===== src/rtl/phy_mgmt_pkg.sv =====
package phy_mgmt_pkg;

    localparam int PORT_W    = 5;
    localparam int MASK_W    = 1 << PORT_W;
    localparam int PAGE_W    = 12;
    localparam int REGAD_W   = 5;
    localparam int PARK_W    = 5;
    localparam int DATA_W    = 16;
    localparam int WORD_W    = 32;

    localparam int GO_BIT    = 0;
    localparam int KEEP_BIT  = 1;
    localparam int WR_BIT    = 2;
    localparam int PAGE_LSB  = 3;
    localparam int PARK_LSB  = 15;
    localparam int REGAD_LSB = 20;
    localparam int CMD_W     = REGAD_LSB + REGAD_W;

    localparam logic [REGAD_W-1:0] PAGE_SEL_REG = 5'd31;

    typedef enum logic [3:0] {
        ST_IDLE,
        ST_CHECK,
        ST_PAGE_GO,
        ST_PAGE_WAIT,
        ST_XFER_GO,
        ST_XFER_WAIT,
        ST_PARK_GO,
        ST_PARK_WAIT,
        ST_FINISH
    } seq_state_t;

    typedef struct packed {
        logic                is_read;
        logic [PORT_W-1:0]   phy;
        logic [REGAD_W-1:0]  regad;
        logic [DATA_W-1:0]   wdata;
    } frame_req_t;

endpackage


===== src/rtl/phy_mgmt_regs.sv =====
module phy_mgmt_regs
    import phy_mgmt_pkg::*;
(
    input  logic                clk,
    input  logic                rst_n,
    input  logic                host_we,
    input  logic [1:0]          host_addr,
    input  logic [WORD_W-1:0]   host_wdata,
    output logic [WORD_W-1:0]   host_rdata,
    input  logic                done_i,
    input  logic                rd_load_i,
    input  logic [DATA_W-1:0]   rd_val_i,
    output logic [MASK_W-1:0]   mask_o,
    output logic [CMD_W-1:0]    cmd_o,
    output logic [WORD_W-1:0]   data_o
);

    logic [MASK_W-1:0] mask_q;
    logic [CMD_W-1:0]  cmd_q;
    logic [WORD_W-1:0] data_q;
    logic              busy;

    assign busy = cmd_q[GO_BIT];

    always_ff @(posedge clk or negedge rst_n) begin
        if (!rst_n) begin
            mask_q <= '0;
            cmd_q  <= '0;
            data_q <= '0;
        end else begin
            if (done_i) begin
                cmd_q[GO_BIT] <= 1'b0;
            end
            if (rd_load_i) begin
                data_q[DATA_W-1:0] <= rd_val_i;
            end
            if (host_we && !busy) begin
                unique case (host_addr)
                    2'd0: mask_q <= host_wdata[MASK_W-1:0];
                    2'd1: begin
                        if (host_wdata[GO_BIT]) begin
                            cmd_q[CMD_W-1:REGAD_LSB]   <= host_wdata[CMD_W-1:REGAD_LSB];
                            cmd_q[PARK_LSB-1:WR_BIT]   <= host_wdata[PARK_LSB-1:WR_BIT];
                            cmd_q[GO_BIT]              <= 1'b1;
                        end else begin
                            cmd_q <= host_wdata[CMD_W-1:0];
                        end
                    end
                    2'd2: data_q[WORD_W-1:DATA_W] <= host_wdata[WORD_W-1:DATA_W];
                    default: ;
                endcase
            end
        end
    end

    always_comb begin
        unique case (host_addr)
            2'd0:    host_rdata = mask_q;
            2'd1:    host_rdata = {{(WORD_W-CMD_W){1'b0}}, cmd_q};
            2'd2:    host_rdata = data_q;
            default: host_rdata = '0;
        endcase
    end

    assign mask_o = mask_q;
    assign cmd_o  = cmd_q;
    assign data_o = data_q;

endmodule


===== src/rtl/phy_mgmt_shifter.sv =====
module phy_mgmt_shifter
    import phy_mgmt_pkg::*;
#(
    parameter int CLK_DIV = 8
) (
    input  logic              clk,
    input  logic              rst_n,
    input  logic              start_i,
    input  frame_req_t        req_i,
    output logic              done_o,
    output logic [DATA_W-1:0] rdata_o,
    output logic              mdc,
    output logic              mdio_o,
    output logic              mdio_oe,
    input  logic              mdio_i
);

    localparam int PH_W        = (CLK_DIV > 2) ? $clog2(CLK_DIV) : 1;
    localparam int HALF        = CLK_DIV / 2;
    localparam int FRAME_BITS  = 64;
    localparam int BIT_W       = $clog2(FRAME_BITS);
    localparam int TA_FIRST    = 46;
    localparam int DATA_FIRST  = 48;
    localparam logic [PH_W-1:0]  PH_LAST  = PH_W'(CLK_DIV - 1);
    localparam logic [PH_W-1:0]  PH_HALF  = PH_W'(HALF);
    localparam logic [BIT_W-1:0] BIT_LAST = BIT_W'(FRAME_BITS - 1);

    logic                  active_q;
    logic                  rd_q;
    logic [PH_W-1:0]       phase_q;
    logic [BIT_W-1:0]      bitn_q;
    logic [FRAME_BITS-1:0] sh_q;
    logic [DATA_W-1:0]     cap_q;
    logic                  done_q;
    logic                  bit_end;

    assign bit_end = active_q && (phase_q == PH_LAST);

    always_ff @(posedge clk or negedge rst_n) begin
        if (!rst_n) begin
            active_q <= 1'b0;
            rd_q     <= 1'b0;
            phase_q  <= '0;
            bitn_q   <= '0;
            sh_q     <= '0;
            cap_q    <= '0;
            done_q   <= 1'b0;
        end else begin
            done_q <= bit_end && (bitn_q == BIT_LAST);
            if (start_i && !active_q) begin
                active_q <= 1'b1;
                rd_q     <= req_i.is_read;
                phase_q  <= '0;
                bitn_q   <= '0;
                sh_q     <= {32'hFFFF_FFFF, 2'b01,
                             req_i.is_read ? 2'b10 : 2'b01,
                             req_i.phy, req_i.regad,
                             req_i.is_read ? 2'b11 : 2'b10,
                             req_i.is_read ? 16'hFFFF : req_i.wdata};
            end else if (active_q) begin
                if (bit_end) begin
                    phase_q <= '0;
                    sh_q    <= {sh_q[FRAME_BITS-2:0], 1'b1};
                    if (rd_q && (bitn_q >= BIT_W'(DATA_FIRST))) begin
                        cap_q <= {cap_q[DATA_W-2:0], mdio_i};
                    end
                    if (bitn_q == BIT_LAST) begin
                        active_q <= 1'b0;
                    end else begin
                        bitn_q <= bitn_q + 1'b1;
                    end
                end else begin
                    phase_q <= phase_q + 1'b1;
                end
            end
        end
    end

    assign mdc     = active_q && (phase_q >= PH_HALF);
    assign mdio_o  = active_q ? sh_q[FRAME_BITS-1] : 1'b1;
    assign mdio_oe = active_q && !(rd_q && (bitn_q >= BIT_W'(TA_FIRST)));
    assign done_o  = done_q;
    assign rdata_o = cap_q;

endmodule


===== src/rtl/phy_mgmt_seq.sv =====
module phy_mgmt_seq
    import phy_mgmt_pkg::*;
(
    input  logic              clk,
    input  logic              rst_n,
    input  logic [CMD_W-1:0]  cmd_i,
    input  logic [MASK_W-1:0] mask_i,
    input  logic [WORD_W-1:0] data_i,
    input  logic              sh_done_i,
    input  logic [DATA_W-1:0] sh_rdata_i,
    output logic              sh_start_o,
    output frame_req_t        sh_req_o,
    output logic              done_o,
    output logic              rd_load_o,
    output logic [DATA_W-1:0] rd_val_o
);

    seq_state_t state_q, state_d;

    logic              busy;
    logic              is_read;
    logic              args_ok;
    logic [PORT_W-1:0] mask_idx;
    logic [PORT_W-1:0] phy_q;
    logic              load_q;
    logic [DATA_W-1:0] result_q;

    assign busy    = cmd_i[GO_BIT];
    assign is_read = !cmd_i[WR_BIT];

    always_comb begin
        mask_idx = '0;
        for (int i = 0; i < MASK_W; i++) begin
            if (mask_i[i]) mask_idx = mask_idx | PORT_W'(i);
        end
    end

    always_comb begin
        if (is_read) args_ok = (data_i[WORD_W-1:DATA_W+PORT_W] == '0);
        else         args_ok = ($countones(mask_i) == 1);
    end

    always_ff @(posedge clk or negedge rst_n) begin
        if (!rst_n) state_q <= ST_IDLE;
        else        state_q <= state_d;
    end

    always_comb begin
        state_d = state_q;
        unique case (state_q)
            ST_IDLE:      if (busy)      state_d = ST_CHECK;
            ST_CHECK:     state_d = args_ok ? ST_PAGE_GO : ST_FINISH;
            ST_PAGE_GO:   state_d = ST_PAGE_WAIT;
            ST_PAGE_WAIT: if (sh_done_i) state_d = ST_XFER_GO;
            ST_XFER_GO:   state_d = ST_XFER_WAIT;
            ST_XFER_WAIT: if (sh_done_i) state_d = ST_PARK_GO;
            ST_PARK_GO:   state_d = ST_PARK_WAIT;
            ST_PARK_WAIT: if (sh_done_i) state_d = ST_FINISH;
            ST_FINISH:    state_d = ST_IDLE;
            default:      state_d = ST_IDLE;
        endcase
    end

    always_ff @(posedge clk or negedge rst_n) begin
        if (!rst_n) begin
            phy_q    <= '0;
            load_q   <= 1'b0;
            result_q <= '0;
        end else begin
            if (state_q == ST_CHECK) begin
                phy_q    <= is_read ? data_i[DATA_W +: PORT_W] : mask_idx;
                load_q   <= is_read;
                result_q <= 16'hFFFF;
            end
            if ((state_q == ST_XFER_WAIT) && sh_done_i && is_read) begin
                result_q <= sh_rdata_i;
            end
        end
    end

    always_comb begin
        sh_start_o       = 1'b0;
        sh_req_o.is_read = 1'b0;
        sh_req_o.phy     = phy_q;
        sh_req_o.regad   = PAGE_SEL_REG;
        sh_req_o.wdata   = {{(DATA_W-PAGE_W){1'b0}}, cmd_i[PAGE_LSB +: PAGE_W]};
        done_o           = 1'b0;
        rd_load_o        = 1'b0;
        unique case (state_q)
            ST_PAGE_GO: sh_start_o = 1'b1;
            ST_XFER_GO, ST_XFER_WAIT: begin
                sh_start_o       = (state_q == ST_XFER_GO);
                sh_req_o.is_read = is_read;
                sh_req_o.regad   = cmd_i[REGAD_LSB +: REGAD_W];
                sh_req_o.wdata   = data_i[WORD_W-1:DATA_W];
            end
            ST_PARK_GO, ST_PARK_WAIT: begin
                sh_start_o     = (state_q == ST_PARK_GO);
                sh_req_o.wdata = {{(DATA_W-PARK_W){1'b0}}, cmd_i[PARK_LSB +: PARK_W]};
            end
            ST_FINISH: begin
                done_o    = 1'b1;
                rd_load_o = load_q;
            end
            default: ;
        endcase
    end

    assign rd_val_o = result_q;

endmodule


===== src/rtl/phy_mgmt_ctrl.sv =====
module phy_mgmt_ctrl
    import phy_mgmt_pkg::*;
#(
    parameter int CLK_DIV = 8
) (
    input  logic        clk,
    input  logic        rst_n,
    input  logic        host_we,
    input  logic [1:0]  host_addr,
    input  logic [31:0] host_wdata,
    output logic [31:0] host_rdata,
    output logic        mdc,
    output logic        mdio_o,
    output logic        mdio_oe,
    input  logic        mdio_i
);

    logic [MASK_W-1:0] mask_w;
    logic [CMD_W-1:0]  cmd_w;
    logic [WORD_W-1:0] data_w;
    logic              seq_done;
    logic              rd_load;
    logic [DATA_W-1:0] rd_val;
    logic              sh_start;
    logic              sh_done;
    logic [DATA_W-1:0] sh_rdata;
    frame_req_t        sh_req;

    phy_mgmt_regs u_regs (
        .clk        (clk),
        .rst_n      (rst_n),
        .host_we    (host_we),
        .host_addr  (host_addr),
        .host_wdata (host_wdata),
        .host_rdata (host_rdata),
        .done_i     (seq_done),
        .rd_load_i  (rd_load),
        .rd_val_i   (rd_val),
        .mask_o     (mask_w),
        .cmd_o      (cmd_w),
        .data_o     (data_w)
    );

    phy_mgmt_seq u_seq (
        .clk        (clk),
        .rst_n      (rst_n),
        .cmd_i      (cmd_w),
        .mask_i     (mask_w),
        .data_i     (data_w),
        .sh_done_i  (sh_done),
        .sh_rdata_i (sh_rdata),
        .sh_start_o (sh_start),
        .sh_req_o   (sh_req),
        .done_o     (seq_done),
        .rd_load_o  (rd_load),
        .rd_val_o   (rd_val)
    );

    phy_mgmt_shifter #(.CLK_DIV(CLK_DIV)) u_shift (
        .clk     (clk),
        .rst_n   (rst_n),
        .start_i (sh_start),
        .req_i   (sh_req),
        .done_o  (sh_done),
        .rdata_o (sh_rdata),
        .mdc     (mdc),
        .mdio_o  (mdio_o),
        .mdio_oe (mdio_oe),
        .mdio_i  (mdio_i)
    );

endmodule


===== config.mk =====
export PLATFORM = sky130hd
export DESIGN_NAME = phy_mgmt_ctrl
export DESIGN_NICKNAME = d
export VERILOG_FILES = /design/src/rtl/phy_mgmt_pkg.sv /design/src/rtl/phy_mgmt_regs.sv /design/src/rtl/phy_mgmt_shifter.sv /design/src/rtl/phy_mgmt_seq.sv /design/src/rtl/phy_mgmt_ctrl.sv
export SDC_FILE = /design/constraint.sdc
export NUM_CORES = 1
export LEC_CHECK = 0
export BUFFER_PORTS_ARGS = -buffer_cell sky130_fd_sc_hd__buf_2
export CAP_MARGIN = 20
export CORE_ASPECT_RATIO = 1.4
export CORE_MARGIN = 8
export CORE_UTILIZATION = 45
export DETAILED_ROUTE_END_ITERATION = 8
export PLACE_DENSITY_LB_ADDON = 0.3
export SETUP_SLACK_MARGIN = 0.15
export SLEW_MARGIN = 0
export SYNTH_ARGS = -nofsm -noshare
export SYNTH_HDL_FRONTEND = slang
export SYNTH_SLANG_ARGS = --single-unit

===== constraint.sdc =====
create_clock -name clk -period 5.91 [get_ports clk]
set_input_delay 1.773 -clock clk [delete_from_list [all_inputs] [get_ports clk]]
set_output_delay 1.773 -clock clk [all_outputs]
set_load 0.01 [all_outputs]

Word-level counts from Yosys, hierarchy flattened

Cells that the tools add are included.
W data, S select, Z words.

Output and inout bits: 35
Logic and storage cells: 225
Register bits after elaboration: 207
Bits of input ports: 38

Order comparisons: 3
Reductions and logical operators: 31
Bitwise logic cells: 1
Equality and inequality tests: 22
Add/subtract/negate cells: 33
Muxes and demuxes: 118

Operator list:

| cell                  | number |
|---|---|
| $add A32 B32 Y32      | 15 |
| $mux W64              | 6 |
| $mux W16              | 14 |
| $mux W5               | 23 |
| $pmux W32 S3          | 1 |
| $mux W4               | 17 |
| $mux W32              | 2 |
| $mux W6               | 10 |
| $mux W25              | 2 |
| $add A1 B1 Y2         | 16 |
| $eq A32 B2 Y1 const B | 1 |
| $pmux W16 S2          | 1 |
| $pmux W4 S8           | 1 |
| $mux W3               | 10 |
| $mux W13              | 2 |
| $mux W1               | 25 |
| $eq A4 B3 Y1 const B  | 4 |
| $ge A6 B6 Y1 const B  | 2 |
| $logic_not A11 Y1     | 1 |
| $logic_and A1 B1 Y1   | 10 |
| $ne A2 B2 Y1 const B  | 5 |
| $eq A4 B2 Y1 const B  | 2 |
| $ne A2 B1 Y1 const B  | 4 |
| $reduce_and A2 Y1     | 4 |
| 19 further kinds      | 30 |

Logic depth before layout (Yosys ltp)

Word-level depth: 32
Depth in mapped cells: 18
Depth with buffers taken out: 18

By module

Synthesis repeated with hierarchy kept, for this count alone.

Cell total of the unflattened synthesis: 954
Area, all modules: 10382.5 sq um

Modules (own cells, without submodules):

| module           | instances | seq. area each (sq um) | area each (sq um) | cells each |
|---|---|---|---|---|
| phy_mgmt_regs    | 1         | 2227.1                 | 4033.9            | 295 |
| phy_mgmt_shifter | 1         | 2302.2                 | 3856.2            | 381 |
| phy_mgmt_seq     | 1         | 650.6                  | 2492.4            | 278 |

Worst setup path before layout

No wires, ideal clock.

Kind: register to register
From: register u_regs.mask_q[31] (netlist: u_regs.mask_o[31])
To: register u_seq.state_q[1]
Stages on the path, launching flop included: 16
Required time: 5842 ps
Arrival time: 4677 ps
Buffers on the path: 0
Setup slack: 1165 ps
Setup time: 68 ps
Clock period less this slack: 4745 ps
Path through: dfrtp_1 > ha_1 > inv_1 > fa_1 > fa_1 > fa_1 > fa_1 > fa_1 > inv_1 > ha_1 > inv_1 > fa_1 > nand4b_1 > or4_1 > o21ai_0 > and4b_1

Cells in the longest elaborated chain, start to end: 9

RTL lines:

| item                                                | line                | RTL |
|---|---|---|
| start: declaration                                  | phy_mgmt_regs.sv:18 | `logic [MASK_W-1:0] mask_q;` |
| start signal: assignment                            | phy_mgmt_regs.sv:39 | `2'd0: mask_q <= host_wdata[MASK_W-1:0];` |
| $add A1 B1 Y2 (implied by the code)                 | phy_mgmt_seq.sv:40  | `else args_ok = ($countones(mask_i) == 1);` |
| $add A32 B32 Y32 (implied by the code) (4 in a row) | phy_mgmt_seq.sv:40  |  |
| $eq A32 B2 Y1                                       | phy_mgmt_seq.sv:40  |  |
| $mux W1                                             | phy_mgmt_seq.sv:39  | `if (is_read) args_ok = (data_i[WORD_W-1:DATA_W+PORT_W] == '0);` |
| $mux W4                                             | phy_mgmt_seq.sv:52  | `ST_CHECK: state_d = args_ok ? ST_PAGE_GO : ST_FINISH;` |
| $pmux W4 S8                                         | phy_mgmt_seq.sv:50  | `unique case (state_q)` |
| end signal: assignment                              | phy_mgmt_seq.sv:45  | `else state_q <= state_d;` |
| end: declaration                                    | phy_mgmt_seq.sv:18  | `seq_state_t state_q, state_d;` |

Every way passes these cells.
A chain may end at the register's enable or synchronous reset.

Worst setup path in the final report

Same ends and word-level chain as after synthesis.

==> summary.md <==
| Metric | Value |
|---|---|
| Status | `finished, final reports clean` |
| Drc violations | `0` |
| Clk sink count | `207` |
| Synth Warn # | `0` |
| Slew @ Worst Pin | `between 1000 and 1500 ps` |
| Max-cap violation count | `0` |
| Die Width | `144.1 um` |
| Fin. Hold Viols | `0` |
| Yosys top cell by area | `dfrtp_1` |
| Core area | `22530 um^2` |
| Post-route core utilization | `52.27%` |
| DR vias | `7385` |
| Ratio of final minimum period to clock period | `89.66%` |
| Most frequent cells in the layout | `dfrtp_1, nand2_1, mux2_2` |
| Sequential area share after synthesis | `50.11%` |
| Worst Skew | `around 7 ps` |
| RSZ-0062 raised after global routing | `false` |
| Synthesized netlist cell count | `between 900 and 1000` |
| Slew Limit Fails | `0` |
| Worst EP arrival | `5730 ps` |
| Final ANT Viol Nets | `0` |
| Ys async rst share | `100.0%` |
| Worst path required time | `6340 ps` |
| Hold_buf cts | `0` |
| CP Max Fanout | `6` |
| Post-CTS Resized | `0` |
| Post-synth cell types | `61` |
| IO buf count | `72` |
| Layout area overhead | `13.92%` |
| Crit path kind | `reg -> reg` |
| Diodes inserted | `0` |
| Top Ports | `between 70 and 80` |
| Final hold slack | `roughly 480 ps` |
| Maximum root-to-sink buffer count | `3` |
| Global-route usage over all layers | `between 10% and 20%` |
| Vias in the first global route | `7811` |
| Initial antenna violation count | `0` |
| Commonest non-fill, non-tap cell in the layout | `dfrtp_1` |
| H-tree depth | `1` |
| Gpl congestion | `0.9142` |
| Die Span Y | `195.3 um` |
| Critical path endpoint category | `register` |
| Placement Setup Slack | `~620 ps` |
| First-pass GRT wire length | `42.52 mm` |
| Fin crit period | `about 5300 ps` |
| CTS tree | `built` |
| Hold Crit Class | `reg -> reg` |
| Max frequency | `188.7 MHz` |
| Row count | `65` |
| Worst r2r src | `u_regs.mask_o[31]` |
| Initial DRT Pass Iterations | `5` |
| DP Wirelength | `18.33 mm` |
| Initial Util | `between 40% and 50%` |
| Clock root cell | `clkbuf_16` |
| Net Count, Synth | `1060` |
| Crit start category | `register` |
| Top area cells in the synthesized netlist | `dfrtp_1, mux2_2, nand2_1` |
| Die area | `~28000 um^2` |
| Seq cells post-synth | `207` |
| Postcts setup bufs | `0` |
| CTS Buf Count | `22` |
| Final #Nets | `approximately 1100` |
| Initial DRC Count | `418` |
| Via density | `roughly 5.5` |
| Largest net degree at the start of global routing | `around 130` |
| Setup tns final | `0 ps` |
| Main synth FF type | `dfrtp_1` |
| Worst setup margin | `a little over 600 ps` |
| Cell Area, Synth | `10340 um^2` |
| Share of layout cells above drive strength 1 | `21.79%` |
| Final Setup Violations | `0` |
| Synth top area share | `50.11%` |
| Worst-Skew Late Latency | `500 ps` |
| CP startpoint | `u_regs.mask_o[31]` |
| Clock transition at path regs | `60 ps` |
| Rel. slew slack | `32.88%` |
| Number of flops mapped to enable cells by yosys | `0` |
| Hold_sp | `u_shift.sh_q[23]` |
| Detailed Route WL | `25.91 mm` |
| GR Overflow Total | `0` |
| WL per Instance | `19.37 um` |
| Syn avg cell area | `between 10 and 15 um^2` |
-- synth_stat cells (6+ instances only) --
library cell    n
a21oi_1        15
a221o_1        14
buf_2          28
clkbuf_1       17
dfrtp_1       207
fa_1           26
ha_1           32
inv_1          61
mux2_2         91
mux2i_1        33
nand2_1       174
nand3_1        48
nor2_1         41
nor3_1          6
nor4_1          9
o21ai_0        70
o21ai_1         6
-- cell families after synthesis --
group / Yosys count / share of synthesized area (%)
AO/OA/AOI/OAI: 142 / 8.654
XOR/XNOR: 3 / 0.2542
adder cells (fa/ha/maj): 58 / 8.908
buffers and inverters: 114 / 4.805
flip-flops: 207 / 50.11
multiplexers: 125 / 13.22
AND/OR/NAND/NOR: 315 / 14.05
-- sequential cells by signal (all words and copies together) (netlist names), 5 cells and up --
signal,count
u_seq.rd_val_o,16
u_regs.data_o,32
u_shift.sh_q,64
u_regs.mask_o,32
u_regs.cmd_o,25
u_shift.bitn_q,6
u_seq.phy_q,5
u_shift.rdata_o,16
-- final cells by class --
cell class,count,area (um^2)
fill,2017,10750
sequential,207,5180
multi-input combinational,643,4673
clock buffer,33,683.2
timing repair buffer,86,524.3
tap,301,376.6
inverter,61,229.0
clock inverter,7,110.1
-- metal layers --
layer,wire [um],up-vias,track usage [%]
met4,960,0,7.698
met2,13280,205,32.84
met3,1025,61,2.319
li1,-,3410,-
met5,0,-,0
met1,10640,3709,23.82
-- path summary, 6_finish.rpt --
check                                    end  slack, ps  cells after the start
hold reg to reg             u_shift.sh_q[23]        480                      2
max in group asynchronous  u_seq.rd_val_o[4]       3580                      3
setup / recovery            u_seq.state_q[1]        610                     15
hold / removal              u_shift.sh_q[23]        480                      2
min in group asynchronous   u_shift.sh_q[36]       1120                      1
setup reg to reg            u_seq.state_q[1]        610                     15
-- critical path: stages (launching register included) --
cell and delay (ps):
dfrtp_1 490, ha_1 220, inv_1 60, fa_1 510
fa_1 530, fa_1 530, fa_1 520, fa_1 470
inv_1 70, ha_1 160, inv_1 60, fa_1 480
nand4b_1 90, or4_1 420, o21ai_0 370, and4b_1 270
-- metrics by stage --
stage	instance area, um^2	cells
2_1_floorplan	10340	964
3_3_place_gp	10930	1296
3_5_place_dp	10930	1296
4_1_cts	11720	1336
5_1_grt	11780	1338
6_report	11780	1338
Power is not shown: default switching activity piles up to over one toggle a cycle in this logic, so the estimate is an artifact.
